==> config.mk <==
export PLATFORM = sky130hd
export DESIGN_NAME = sparse_pooler
export DESIGN_NICKNAME = d
export VERILOG_FILES = /design/src/rtl/sp_pkg.sv /design/src/rtl/sp_syn_mem.sv /design/src/rtl/sp_perm_upd.sv /design/src/rtl/sp_kwta.sv /design/src/rtl/sparse_pooler.sv
export SDC_FILE = /design/constraint.sdc
export NUM_CORES = 2
export LEC_CHECK = 0
export BUFFER_PORTS_ARGS = -buffer_cell sky130_fd_sc_hd__buf_2
export CORE_AREA = 2 2 396 555
export DETAILED_ROUTE_END_ITERATION = 16
export DIE_AREA = 0 0 398 557
export HOLD_SLACK_MARGIN = 0.02
export MAX_ROUTING_LAYER = met4
export PLACE_DENSITY = 0.71
export SYNTH_ARGS = -nofsm -noshare
export SYNTH_HDL_FRONTEND = slang
export SYNTH_HIERARCHICAL = 1
export SYNTH_SLANG_ARGS = --single-unit
==> constraint.sdc <==
create_clock -name clk -period 10.95 [get_ports clk]
set_clock_uncertainty 0.1 [all_clocks]
set_input_delay 1.095 -clock clk [delete_from_list [all_inputs] [get_ports clk]]
set_output_delay 1.095 -clock clk [all_outputs]
set_load 0.01 [all_outputs]
==> src/rtl/sp_pkg.sv <==
package sp_pkg;
  typedef enum logic [2:0] {
    ST_IDLE,
    ST_OVL,
    ST_RANK,
    ST_LRN,
    ST_DONE
  } sp_state_t;
endpackage

==> src/rtl/sp_syn_mem.sv <==
module sp_syn_mem #(
  parameter int DEPTH = 128,
  parameter int AW    = 7,
  parameter int DW    = 14
) (
  input  logic          clk,
  input  logic          we,
  input  logic [AW-1:0] waddr,
  input  logic [DW-1:0] wdata,
  input  logic [AW-1:0] raddr,
  output logic [DW-1:0] rdata
);
  logic [DW-1:0] mem [DEPTH];

  // simple dual-port table, synchronous read
  always_ff @(posedge clk) begin
    if (we) mem[waddr] <= wdata;
    rdata <= mem[raddr];
  end
endmodule

==> src/rtl/sp_perm_upd.sv <==
module sp_perm_upd #(
  parameter int W = 8
) (
  input  logic [W-1:0] perm_i,
  input  logic         up_i,
  input  logic [W-1:0] inc_i,
  input  logic [W-1:0] dec_i,
  output logic [W-1:0] perm_o
);
  logic [W:0] sum;

  always_comb begin
    sum = {1'b0, perm_i} + {1'b0, inc_i};
    if (up_i) perm_o = sum[W] ? '1 : sum[W-1:0];
    else      perm_o = (perm_i < dec_i) ? '0 : perm_i - dec_i;
  end
endmodule

==> src/rtl/sp_kwta.sv <==
module sp_kwta #(
  parameter int NCOL  = 16,
  parameter int OVL_W = 4,
  parameter int K_W   = 5
) (
  input  logic [NCOL-1:0][OVL_W-1:0] ov_i,
  input  logic [OVL_W-1:0]           thr_i,
  input  logic [K_W-1:0]             k_i,
  output logic [NCOL-1:0]            win_o
);
  logic [K_W-1:0] rank [NCOL];

  // rank = number of columns that beat column j (larger overlap, or equal and lower index)
  always_comb begin
    for (int j = 0; j < NCOL; j++) begin
      rank[j] = '0;
      for (int i = 0; i < NCOL; i++) begin
        if (i != j && ((ov_i[i] > ov_i[j]) || (ov_i[i] == ov_i[j] && i < j)))
          rank[j] = rank[j] + K_W'(1);
      end
      win_o[j] = (ov_i[j] >= thr_i) && (rank[j] < k_i);
    end
  end
endmodule

==> src/rtl/sparse_pooler.sv <==
module sparse_pooler
  import sp_pkg::*;
#(
  parameter int NCOL   = 16,
  parameter int NIN    = 64,
  parameter int NSYN   = 8,
  parameter int PERM_W = 8,
  localparam int COL_W = $clog2(NCOL),
  localparam int SYN_W = $clog2(NSYN),
  localparam int IDX_W = $clog2(NIN),
  localparam int OVL_W = $clog2(NSYN + 1),
  localparam int K_W   = $clog2(NCOL + 1)
) (
  input  logic              clk,
  input  logic              rst,
  input  logic              cfg_we,
  input  logic              cfg_local,
  input  logic [COL_W-1:0]  cfg_col,
  input  logic [SYN_W-1:0]  cfg_syn,
  input  logic [IDX_W-1:0]  cfg_pos,
  input  logic [PERM_W-1:0] cfg_perm,
  input  logic [PERM_W-1:0] conn_thr,
  input  logic [OVL_W-1:0]  ovl_thr,
  input  logic [K_W-1:0]    win_k,
  input  logic              learn_en,
  input  logic [PERM_W-1:0] perm_inc,
  input  logic [PERM_W-1:0] perm_dec,
  input  logic              start,
  input  logic [NIN-1:0]    in_vec,
  output logic              busy,
  output logic              done,
  output logic [NCOL-1:0]   col_out
);
  localparam int DEPTH  = NCOL * NSYN;
  localparam int ADDR_W = COL_W + SYN_W;
  localparam int CNT_W  = ADDR_W + 1;
  localparam int MW     = IDX_W + PERM_W;
  localparam int STRIDE = NIN / NCOL;

  sp_state_t         state_q;
  logic [CNT_W-1:0]  cnt_q;
  logic              rd_vld_q;
  logic [ADDR_W-1:0] rd_addr_q;
  logic [NIN-1:0]    in_q;
  logic [PERM_W-1:0] conn_q, inc_q, dec_q;
  logic [OVL_W-1:0]  othr_q;
  logic [K_W-1:0]    k_q;
  logic              learn_q;
  logic              init_done_q;
  logic [NCOL-1:0][OVL_W-1:0] ov_q;
  logic [NCOL-1:0]   win_c, win_q, elig_c;

  logic              mem_we;
  logic [ADDR_W-1:0] mem_waddr, mem_raddr;
  logic [MW-1:0]     mem_wdata, mem_rdata;

  logic [IDX_W-1:0]  rd_idx;
  logic [PERM_W-1:0] rd_perm, new_perm;
  logic [COL_W-1:0]  rd_col;
  logic              hit, scan, issue, scan_end, accept;
  logic              cfg_ok, lrn_we;
  logic [IDX_W-1:0]  center, cfg_idx;

  assign rd_idx   = mem_rdata[MW-1:PERM_W];
  assign rd_perm  = mem_rdata[PERM_W-1:0];
  assign rd_col   = rd_addr_q[ADDR_W-1:SYN_W];
  assign hit      = (rd_perm >= conn_q) && in_q[rd_idx];
  assign scan     = (state_q == ST_OVL) || (state_q == ST_LRN);
  assign issue    = scan && (cnt_q < CNT_W'(DEPTH));
  assign scan_end = scan && (cnt_q == CNT_W'(DEPTH)) && !rd_vld_q;
  assign accept   = (state_q == ST_IDLE) && start;
  assign mem_raddr = cnt_q[ADDR_W-1:0];

  // configuration path: absolute position or offset from column centre
  assign center  = IDX_W'(STRIDE * int'(cfg_col));
  assign cfg_idx = cfg_local ? center + cfg_pos : cfg_pos;
  assign cfg_ok  = (state_q == ST_IDLE) && !init_done_q && cfg_we;
  assign lrn_we  = (state_q == ST_LRN) && rd_vld_q && win_q[rd_col];

  assign mem_we    = cfg_ok || lrn_we;
  assign mem_waddr = lrn_we ? rd_addr_q : {cfg_col, cfg_syn};
  assign mem_wdata = lrn_we ? {rd_idx, new_perm} : {cfg_idx, cfg_perm};

  sp_syn_mem #(.DEPTH(DEPTH), .AW(ADDR_W), .DW(MW)) u_mem (
    .clk   (clk),
    .we    (mem_we),
    .waddr (mem_waddr),
    .wdata (mem_wdata),
    .raddr (mem_raddr),
    .rdata (mem_rdata)
  );

  sp_perm_upd #(.W(PERM_W)) u_upd (
    .perm_i (rd_perm),
    .up_i   (in_q[rd_idx]),
    .inc_i  (inc_q),
    .dec_i  (dec_q),
    .perm_o (new_perm)
  );

  sp_kwta #(.NCOL(NCOL), .OVL_W(OVL_W), .K_W(K_W)) u_kwta (
    .ov_i  (ov_q),
    .thr_i (othr_q),
    .k_i   (k_q),
    .win_o (win_c)
  );

  generate
    for (genvar j = 0; j < NCOL; j++) begin : g_elig
      assign elig_c[j] = ov_q[j] >= othr_q;
    end
  endgenerate

  // overlap counters, one per column
  always_ff @(posedge clk) begin
    if (rst) begin
      ov_q <= '0;
    end else if (accept) begin
      ov_q <= '0;
    end else if (state_q == ST_OVL && rd_vld_q && hit) begin
      for (int j = 0; j < NCOL; j++)
        if (rd_col == COL_W'(j)) ov_q[j] <= ov_q[j] + OVL_W'(1);
    end
  end

  // sequencer
  always_ff @(posedge clk) begin
    if (rst) begin
      state_q     <= ST_IDLE;
      cnt_q       <= '0;
      rd_vld_q    <= 1'b0;
      rd_addr_q   <= '0;
      in_q        <= '0;
      conn_q      <= '0;
      inc_q       <= '0;
      dec_q       <= '0;
      othr_q      <= '0;
      k_q         <= '0;
      learn_q     <= 1'b0;
      init_done_q <= 1'b0;
      win_q       <= '0;
      col_out     <= '0;
      done        <= 1'b0;
      busy        <= 1'b0;
    end else begin
      done      <= 1'b0;
      rd_vld_q  <= issue;
      rd_addr_q <= mem_raddr;
      if (issue) cnt_q <= cnt_q + CNT_W'(1);
      unique case (state_q)
        ST_IDLE: if (start) begin
          in_q        <= in_vec;
          conn_q      <= conn_thr;
          othr_q      <= ovl_thr;
          k_q         <= win_k;
          learn_q     <= learn_en;
          inc_q       <= perm_inc;
          dec_q       <= perm_dec;
          init_done_q <= 1'b1;
          busy        <= 1'b1;
          cnt_q       <= '0;
          state_q     <= ST_OVL;
        end
        ST_OVL: if (scan_end) state_q <= ST_RANK;
        ST_RANK: begin
          win_q   <= win_c;
          cnt_q   <= '0;
          state_q <= learn_q ? ST_LRN : ST_DONE;
        end
        ST_LRN: if (scan_end) state_q <= ST_DONE;
        ST_DONE: begin
          col_out <= win_q;
          done    <= 1'b1;
          busy    <= 1'b0;
          state_q <= ST_IDLE;
        end
        default: state_q <= ST_IDLE;
      endcase
    end
  end

  // checks beside the sequencer
  assert_done_pulse_R4: assert property (@(posedge clk) disable iff (rst)
    done |=> !done);

  assert_out_hold_R4: assert property (@(posedge clk) disable iff (rst)
    !done |-> $stable(col_out));

  assert_win_limit_R3: assert property (@(posedge clk) disable iff (rst)
    done |-> ($countones(col_out) <= int'(k_q)));

  assert_eligible_R2: assert property (@(posedge clk) disable iff (rst)
    done |-> ((col_out & ~elig_c) == '0));

  assert_start_only_R5: assert property (@(posedge clk) disable iff (rst)
    $rose(busy) |-> $past(start));

  assert_learn_gate_R6: assert property (@(posedge clk) disable iff (rst)
    (state_q == ST_LRN) |-> learn_q);
endmodule

## Word-level counts from Yosys, hierarchy flattened

Memory sizes are Yosys's and may differ from the RTL's. A register that Yosys moved wholly into a read port is not among the register bits.
Cells that the tools add are included.

| operators by class | value |
|---|---|
| $add $sub $neg | 244 |
| multipliers | 0 |
| div/mod/pow operators | 0 |
| magnitude comparators | 277 |
| eq/ne operators | 143 |
| shifts and indexed selects | 0 |
| muxes and demuxes | 263 |
| bitwise gates (word level) | 0 |
| reductions and logical operators | 174 |

Operator list:

| operator | count |
|---|---|
| $add 5x1->5 const B | 224 |
| $mux 5 | 224 |
| $gt 4x4->1 | 240 |
| $eq 4x4->1 | 120 |
| $logic_or 1x1->1 | 122 |
| $lt 5x5->1 | 16 |
| $add 4x1->4 const B | 16 |
| $ge 4x4->1 | 16 |
| $mux 8 | 5 |
| $reduce_and 2->1 | 18 |
| $eq 4x4->1 const B | 8 |
| $logic_and 1x1->1 | 27 |
| $mux 1 | 22 |
| $eq 4x3->1 const B | 4 |
| $pmux 8 s2 | 1 |
| $mux 14 | 1 |
| $mux 3 | 4 |
| $pmux 3 s4 | 1 |
| $add 8x8->9 | 1 |
| $add 8x1->8 const B | 1 |
| $eq 4x2->1 const B | 2 |
| $eq 8x8->1 const B | 1 |
| $ge 8x8->1 | 1 |
| $lt 8x8->1 | 1 |
| other kinds (21) | 25 |

| word-level totals | value |
|---|---|
| register bits | 216 |
| latch bits | 0 |
| memory bits (writable) | 1,792 |
| memory bits (read-only) | 0 |
| output and inout bits | 18 |
| word-level logic and storage cells | 1,134 |
| memories kept | 1 |

Memory list:

| memory | depth | bits a word | rd ports | clocked after memory_dff | write ports | line | source |
|---|---|---|---|---|---|---|---|
| u_mem.mem | 128 | 14 | 1 | 1 | 1 | sp_syn_mem.sv:13 | `logic [DW-1:0] mem [DEPTH];` |

## Longest topological paths before layout

| logic depth | value |
|---|---|
| word-level depth | 33 |
| mapped depth | 55 |
| depth with buffers taken out | 54 |

## Modules after synthesis

The synthesis kept the hierarchy.

Modules (own cells, without submodules):

| module | times used | cells an instance | area an instance (um^2) |
|---|---|---|---|
| sp_syn_mem | 1 | 2,722 | 68,838.5 |
| sp_kwta | 1 | 5,224 | 39,052.5 |
| sparse_pooler | 1 | 1,185 | 9,784.4 |
| sp_perm_upd | 1 | 102 | 777.0 |

## Worst setup path after synthesis

Ideal clock, no wire load.

| timing path | value |
|---|---|
| path kind | reg2reg |
| from | register ov_q[5] (netlist name) |
| to | register win_q[0] |
| library setup time | 0.070 ns |
| data arrival time | 10.384 ns |
| setup slack | 0.395 ns |
| stages on the path, launching flop included | 51 |
| path buffers | 0 |
| path through | dfxtp_1 -> inv_1 -> ha_1 -> nor2b_1 -> o21ai_0 -> nand2b_1 -> a21oi_1 -> ha_1 -> and2_1 -> a211oi_1 -> inv_1 -> ha_1 -> nand3_1 -> o31ai_1 -> ha_1 -> mux2_2 -> ha_1 -> o22a_1 -> [... 15 more ...] -> a21oi_1 -> ha_1 -> mux2_2 -> ha_1 -> mux2_2 -> ha_1 -> mux2_2 -> ha_1 -> nand2_1 -> or4b_1 -> mux2i_1 -> xnor2_1 -> ha_1 -> nand4_1 -> a21oi_1 -> a2111oi_0 -> nand2_1 -> a21oi_1 |

| between the ends | value |
|---|---|
| cells in the longest elaborated chain, start to end | 32 |

Ends and longest elaborated chain:

| what | line | source |
|---|---|---|
| start, declared | sparse_pooler.sv:50 | `logic [NCOL-1:0][OVL_W-1:0] ov_q;` |
| start signal, assigned by index | sparse_pooler.sv:122 | `if (rd_col == COL_W'(j)) ov_q[j] <= ov_q[j] + OVL_W'(1);` |
| $gt 4x4->1 (*) | sp_kwta.sv:18 | `if (i != j && ((ov_i[i] > ov_i[j]) \|\| (ov_i[i] == ov_i[j] && i < j)))` |
| $mux 1 (*) | sp_kwta.sv:18 |  |
| $add 5x1->5 | sp_kwta.sv:19 | `rank[j] = rank[j] + K_W'(1);` |
| $mux 5 (*) | sp_kwta.sv:18 |  |
| $add 5x1->5 | sp_kwta.sv:19 |  |
| $mux 5 (*) | sp_kwta.sv:18 |  |
| $add 5x1->5 | sp_kwta.sv:19 |  |
| $mux 5 (*) | sp_kwta.sv:18 |  |
| [... 17 more ...] | -- |  |
| $mux 5 (*) | sp_kwta.sv:18 |  |
| $add 5x1->5 | sp_kwta.sv:19 |  |
| $mux 5 (*) | sp_kwta.sv:18 |  |
| $add 5x1->5 | sp_kwta.sv:19 |  |
| $mux 5 (*) | sp_kwta.sv:18 |  |
| $lt 5x5->1 (*) | sp_kwta.sv:21 | `win_o[j] = (ov_i[j] >= thr_i) && (rank[j] < k_i);` |
| $logic_and 1x1->1 (*) | sp_kwta.sv:21 |  |
| net win_c[0] | sparse_pooler.sv:51 | `logic [NCOL-1:0] win_c, win_q, elig_c;` |
| end signal, assigned | sparse_pooler.sv:166 | `win_q <= win_c;` |
| end, declared | sparse_pooler.sv:51 |  |

Mark *: on every way through the listed nets, which the timed path passes. The rest lies on a longest branch.
A chain may end at the register's enable or synchronous reset.

## Final worst setup path

| timing path | value |
|---|---|
| from | register ov_q[0] (netlist name) |
| to | register win_q[15] |

| between the ends | value |
|---|---|
| cells in the longest elaborated chain, start to end | 33 |
| elaborated cells on any way between the ends | 34 |
| those cells by class | add/sub: 14; order compare: 2; eq/ne: 1; mux: 15; reduce/logical: 2 |

Ends and longest elaborated chain:

| what | line |
|---|---|
| $gt 4x4->1 or $eq 4x4->1 (tied branches) | sp_kwta.sv:18 |
| $logic_or 1x1->1 (*) | sp_kwta.sv:18 |
| $mux 1 (*) | sp_kwta.sv:18 |
| $add 5x1->5 | sp_kwta.sv:19 |
| $mux 5 (*) | sp_kwta.sv:18 |
| $add 5x1->5 | sp_kwta.sv:19 |
| $mux 5 (*) | sp_kwta.sv:18 |
| $add 5x1->5 | sp_kwta.sv:19 |
| [... 18 more ...] | -- |
| $mux 5 (*) | sp_kwta.sv:18 |
| $add 5x1->5 | sp_kwta.sv:19 |
| $mux 5 (*) | sp_kwta.sv:18 |
| $add 5x1->5 | sp_kwta.sv:19 |
| $mux 5 (*) | sp_kwta.sv:18 |
| $lt 5x5->1 (*) | sp_kwta.sv:21 |
| $logic_and 1x1->1 (*) | sp_kwta.sv:21 |
| net win_c[15] | sparse_pooler.sv:51 |

Marks and branches as above.

==> metrics.cfg <==
[floorplan]
die_h_um=557
start_util_pct=54.5
placementRows=203
coreArea_um2=217000
ioPinCount=142
fp.dieArea_um2=222000
fp.dieW_um=398

[clocking]
clk_path_buf_depth=4
cts_hold_buf=0
cts_tree=yes
cts_root_buffer=clkbuf_16
cts.sinks=2022
clkLatencyLatePin_ps=850
clk_pin_slew_ps=60
cts_buffers=192
h-tree-depth=4

[synthesis]
synth_seq_area_share_pct=49.3
synthCells=9233
syn_avg_cell_area_um2=12.8
ys.flop_type=edfxtp_1
yosys_register_bits=2022
synth-xor-area-share_pct=6.79
synth_fa_ha_area_share_pct=9.34
synth_edf_count=1792
synth_compound_area_share_pct=9.24
synth_top_family_by_area=multiplexers
yosys_warnings=6
synth-simple-area-share_pct=9.75
synth-async-reset-ratio_pct=0
synthMuxAreaShare_pct=13.4
mappedNetlistArea_um2=118000
syn-num-nets=10200
ys_types=122

[critical_path]
r2r_slack_ps=390
cp.required_ps=11620
crit_start=ov_q[0]
cp-endpoint=win_q[15]
worst-path-max-fanout=8
slowest_delay_ps=470
reg2regPathDepth=53
cp-start-kind=flip-flop
reg2reg_from=ov_q[0]
slowest_stage=or3_4
end_kind=flip-flop
r2r-end=win_q[15]
critPathMostFrequentCell=ha_1
path_class=flip-flop to flip-flop
worstPathArrival_ps=11240

[pwr]
leakagePower_nw=45.3
comb_power_share_pct=9.5
pwr-share-seq_pct=51.1
p_int_w=0.0128
switchingPower_w=0.00394
pwr-share-clk_pct=39.4
ir_drop_mv=0.165
p_per_area_nw_per_um2=128
swShare_pct=23.5

[sta]
rsz0062_at_grt=true
slew_headroom_pct=15.1
clock.fmax_mhz=94.7
setup_violations=0
finalCritPeriodShare_pct=96.5
tns_ps=0
period_minus_slack_ps=10560
maxSlewViolCount=0
worst_slew_pin_slew_ps=1270
finalHoldViolations=0

[global_routing]
grtUsageTotal_pct=33.7
grt_pass1_vias=81800
grt_max_degree=127
antenna_found_initial=15
grt_pass1_wl_um=533000
grt-ovfl-total=0

[place]
io_buffers=141
place_area_um2=124000
placed_cells=12300
gp_congestion=0.973
hpwlAfterDp_um=254000

[routing]
drt-met1-wl_um=124000
firstDrtPassIters=8
met2_length_um=183000
top_layer=met4
via_per_inst=6.52
route.met3.wl_um=23900
routedWlPerCell_um=29.2
vias=82400
wl_um=369000
drt-initial-drc-count=7336
final_antenna_net_count=0
drcViolationCount=0

[hold_path]
hold_class=flip-flop to flip-flop
hold_start=win_q[5]

[layout]
stdcell_count=12600
nNetsFinal=10600
area_delta_synth_final_pct=10.6
design_area_um2=131000
layout-drive-gt1-share_pct=18.1

[run_status]
outcome=complete, no violations

[flow_run]
maxCapViolations=0

-- how the worst min path moves through the flow --
stage / endpoint / slack, ps / depth (start not counted)
after floorplan: init_done_q / 330 / 2
after global placement: in_q[17] / 340 / 2
after detailed placement: in_q[32] / 350 / 2
after CTS: col_out[5] / 340 / 2
after global routing: in_q[39] / 370 / 2
final: col_out[5] / 350 / 2
-- synthesized netlist by cell type, drive strengths merged (52+ instances only) --
library cell	n	area, um2
and3	64	404
mux2	86	968
a31oi	72	450
nor2	483	1830
o31ai	53	403
o211ai	52	390
ha	875	10900
clkbuf	213	801
xnor2	551	5140
nor3	120	612
inv	331	1240
dfxtp	230	4600
edfxtp	1792	53800
mux4	593	13400
nand3	173	866
or3	60	375
o21ai	295	1480
and2	62	389
nand2b	141	890
o21a	82	616
nor2b	145	907
nand2	816	3070
a21oi	528	2650
mux2i	150	1500
a21o	129	968
buf	101	563
nand4	102	638
xor2	238	2160
-- cell usage in the layout, fill, tap and decap left out, types with 129 or more instances in the layout --
cell       synthesis  layout
a21o_1           129     129
a21oi_1          526     508
buf_2             47     140
buf_4             11     332
clkbuf_16          0     194
dfxtp_1          230     219
edfxtp_1        1792    1792
ha_1             875     871
inv_1            326     319
mux2i_1          150     148
mux4_2           593     593
nand2_1          815     813
nand2b_1         140     140
nand3_1          173     168
nor2_1           480     407
nor2b_1          145     145
o21ai_0          259     253
xnor2_1          518     513
xor2_1           229     226
-- state kept, by name, indices dropped and copies added (netlist names), 8 cells and up --
name	flops
dec_q	8
cnt_q	8
u_mem/mem	1792
in_q	64
inc_q	8
conn_q	8
col_out	16
u_mem/rdata	14
ov_q	64
win_q	16
-- layout make-up --
| class | instances | area (um2) |
|---|---|---|
| Tap cell | 2870 | 3590 |
| Clock inverter | 110 | 1070 |
| Sequential cell | 2022 | 58400 |
| Antenna cell | 18 | 45.0 |
| Multi-Input combinational cell | 6566 | 58200 |
| Inverter | 331 | 1250 |
| Timing Repair Buffer | 486 | 3410 |
| Clock buffer | 231 | 5010 |
| Fill cell | 16500 | 86200 |
-- metal layers --
metal / track usage [%] / vias to the layer above
li1: - / 36300
met1: 35.6 / 41100
met2: 56.2 / 3724
met3: 4.71 / 1219
met4: 27.9 / 0
met5: - / -
-- what timing repair did --
item | CTS | global route
setup endpoints to repair | 1 | 14
pin swaps | 0 | 25
buffers inserted | 0 | 24
resized for setup | 2 | 100
-- critical path: cells and delay by family, from the launching register on --
family	cells	cell delay, ps
mux	6	1380
fa+ha+maj	10	2860
compound gates	14	2180
buf+inv	4	490
flops	1	310
simple gates	12	2050
xor+xnor	7	1170
-- logic make-up after synthesis --
group                    count (synthesis)
adder cells (fa/ha/maj)                884
XOR/XNOR                               821
AO/OA/AOI/OAI                         1657
multiplexers                           829
AND/OR/NAND/NOR                       2375
buffers and inverters                  645
flip-flops                            2022
-- power groups by stage --
| stage | Sequential [W] | Combinational [W] | Clock [W] |
|---|---|---|---|
| 2_1_floorplan | 0.00870 | 0.00102 | 0 |
| 3_3_place_gp | 0.00871 | 0.00152 | 0 |
| 3_5_place_dp | 0.00872 | 0.00155 | 0 |
| 4_1_cts | 0.00855 | 0.00157 | 0.00669 |
| 5_1_grt | 0.00855 | 0.00167 | 0.00693 |
| 6_report | 0.00855 | 0.00158 | 0.00660 |
-- per-stage QoR --
step	util, %	hold slack [ps]	setup slack [ps]	power, W
global placement	57.2	342	-156	0.0102
floorplan	-	331	395	0.00972
detailed placement	57.2	346	57.8	0.0103
finish	60.3	354	385	0.0167
global route	60.3	371	-181	0.0172
CTS	60.0	344	2.80	0.0168
Note: power is estimated with default switching activity, not from simulation.
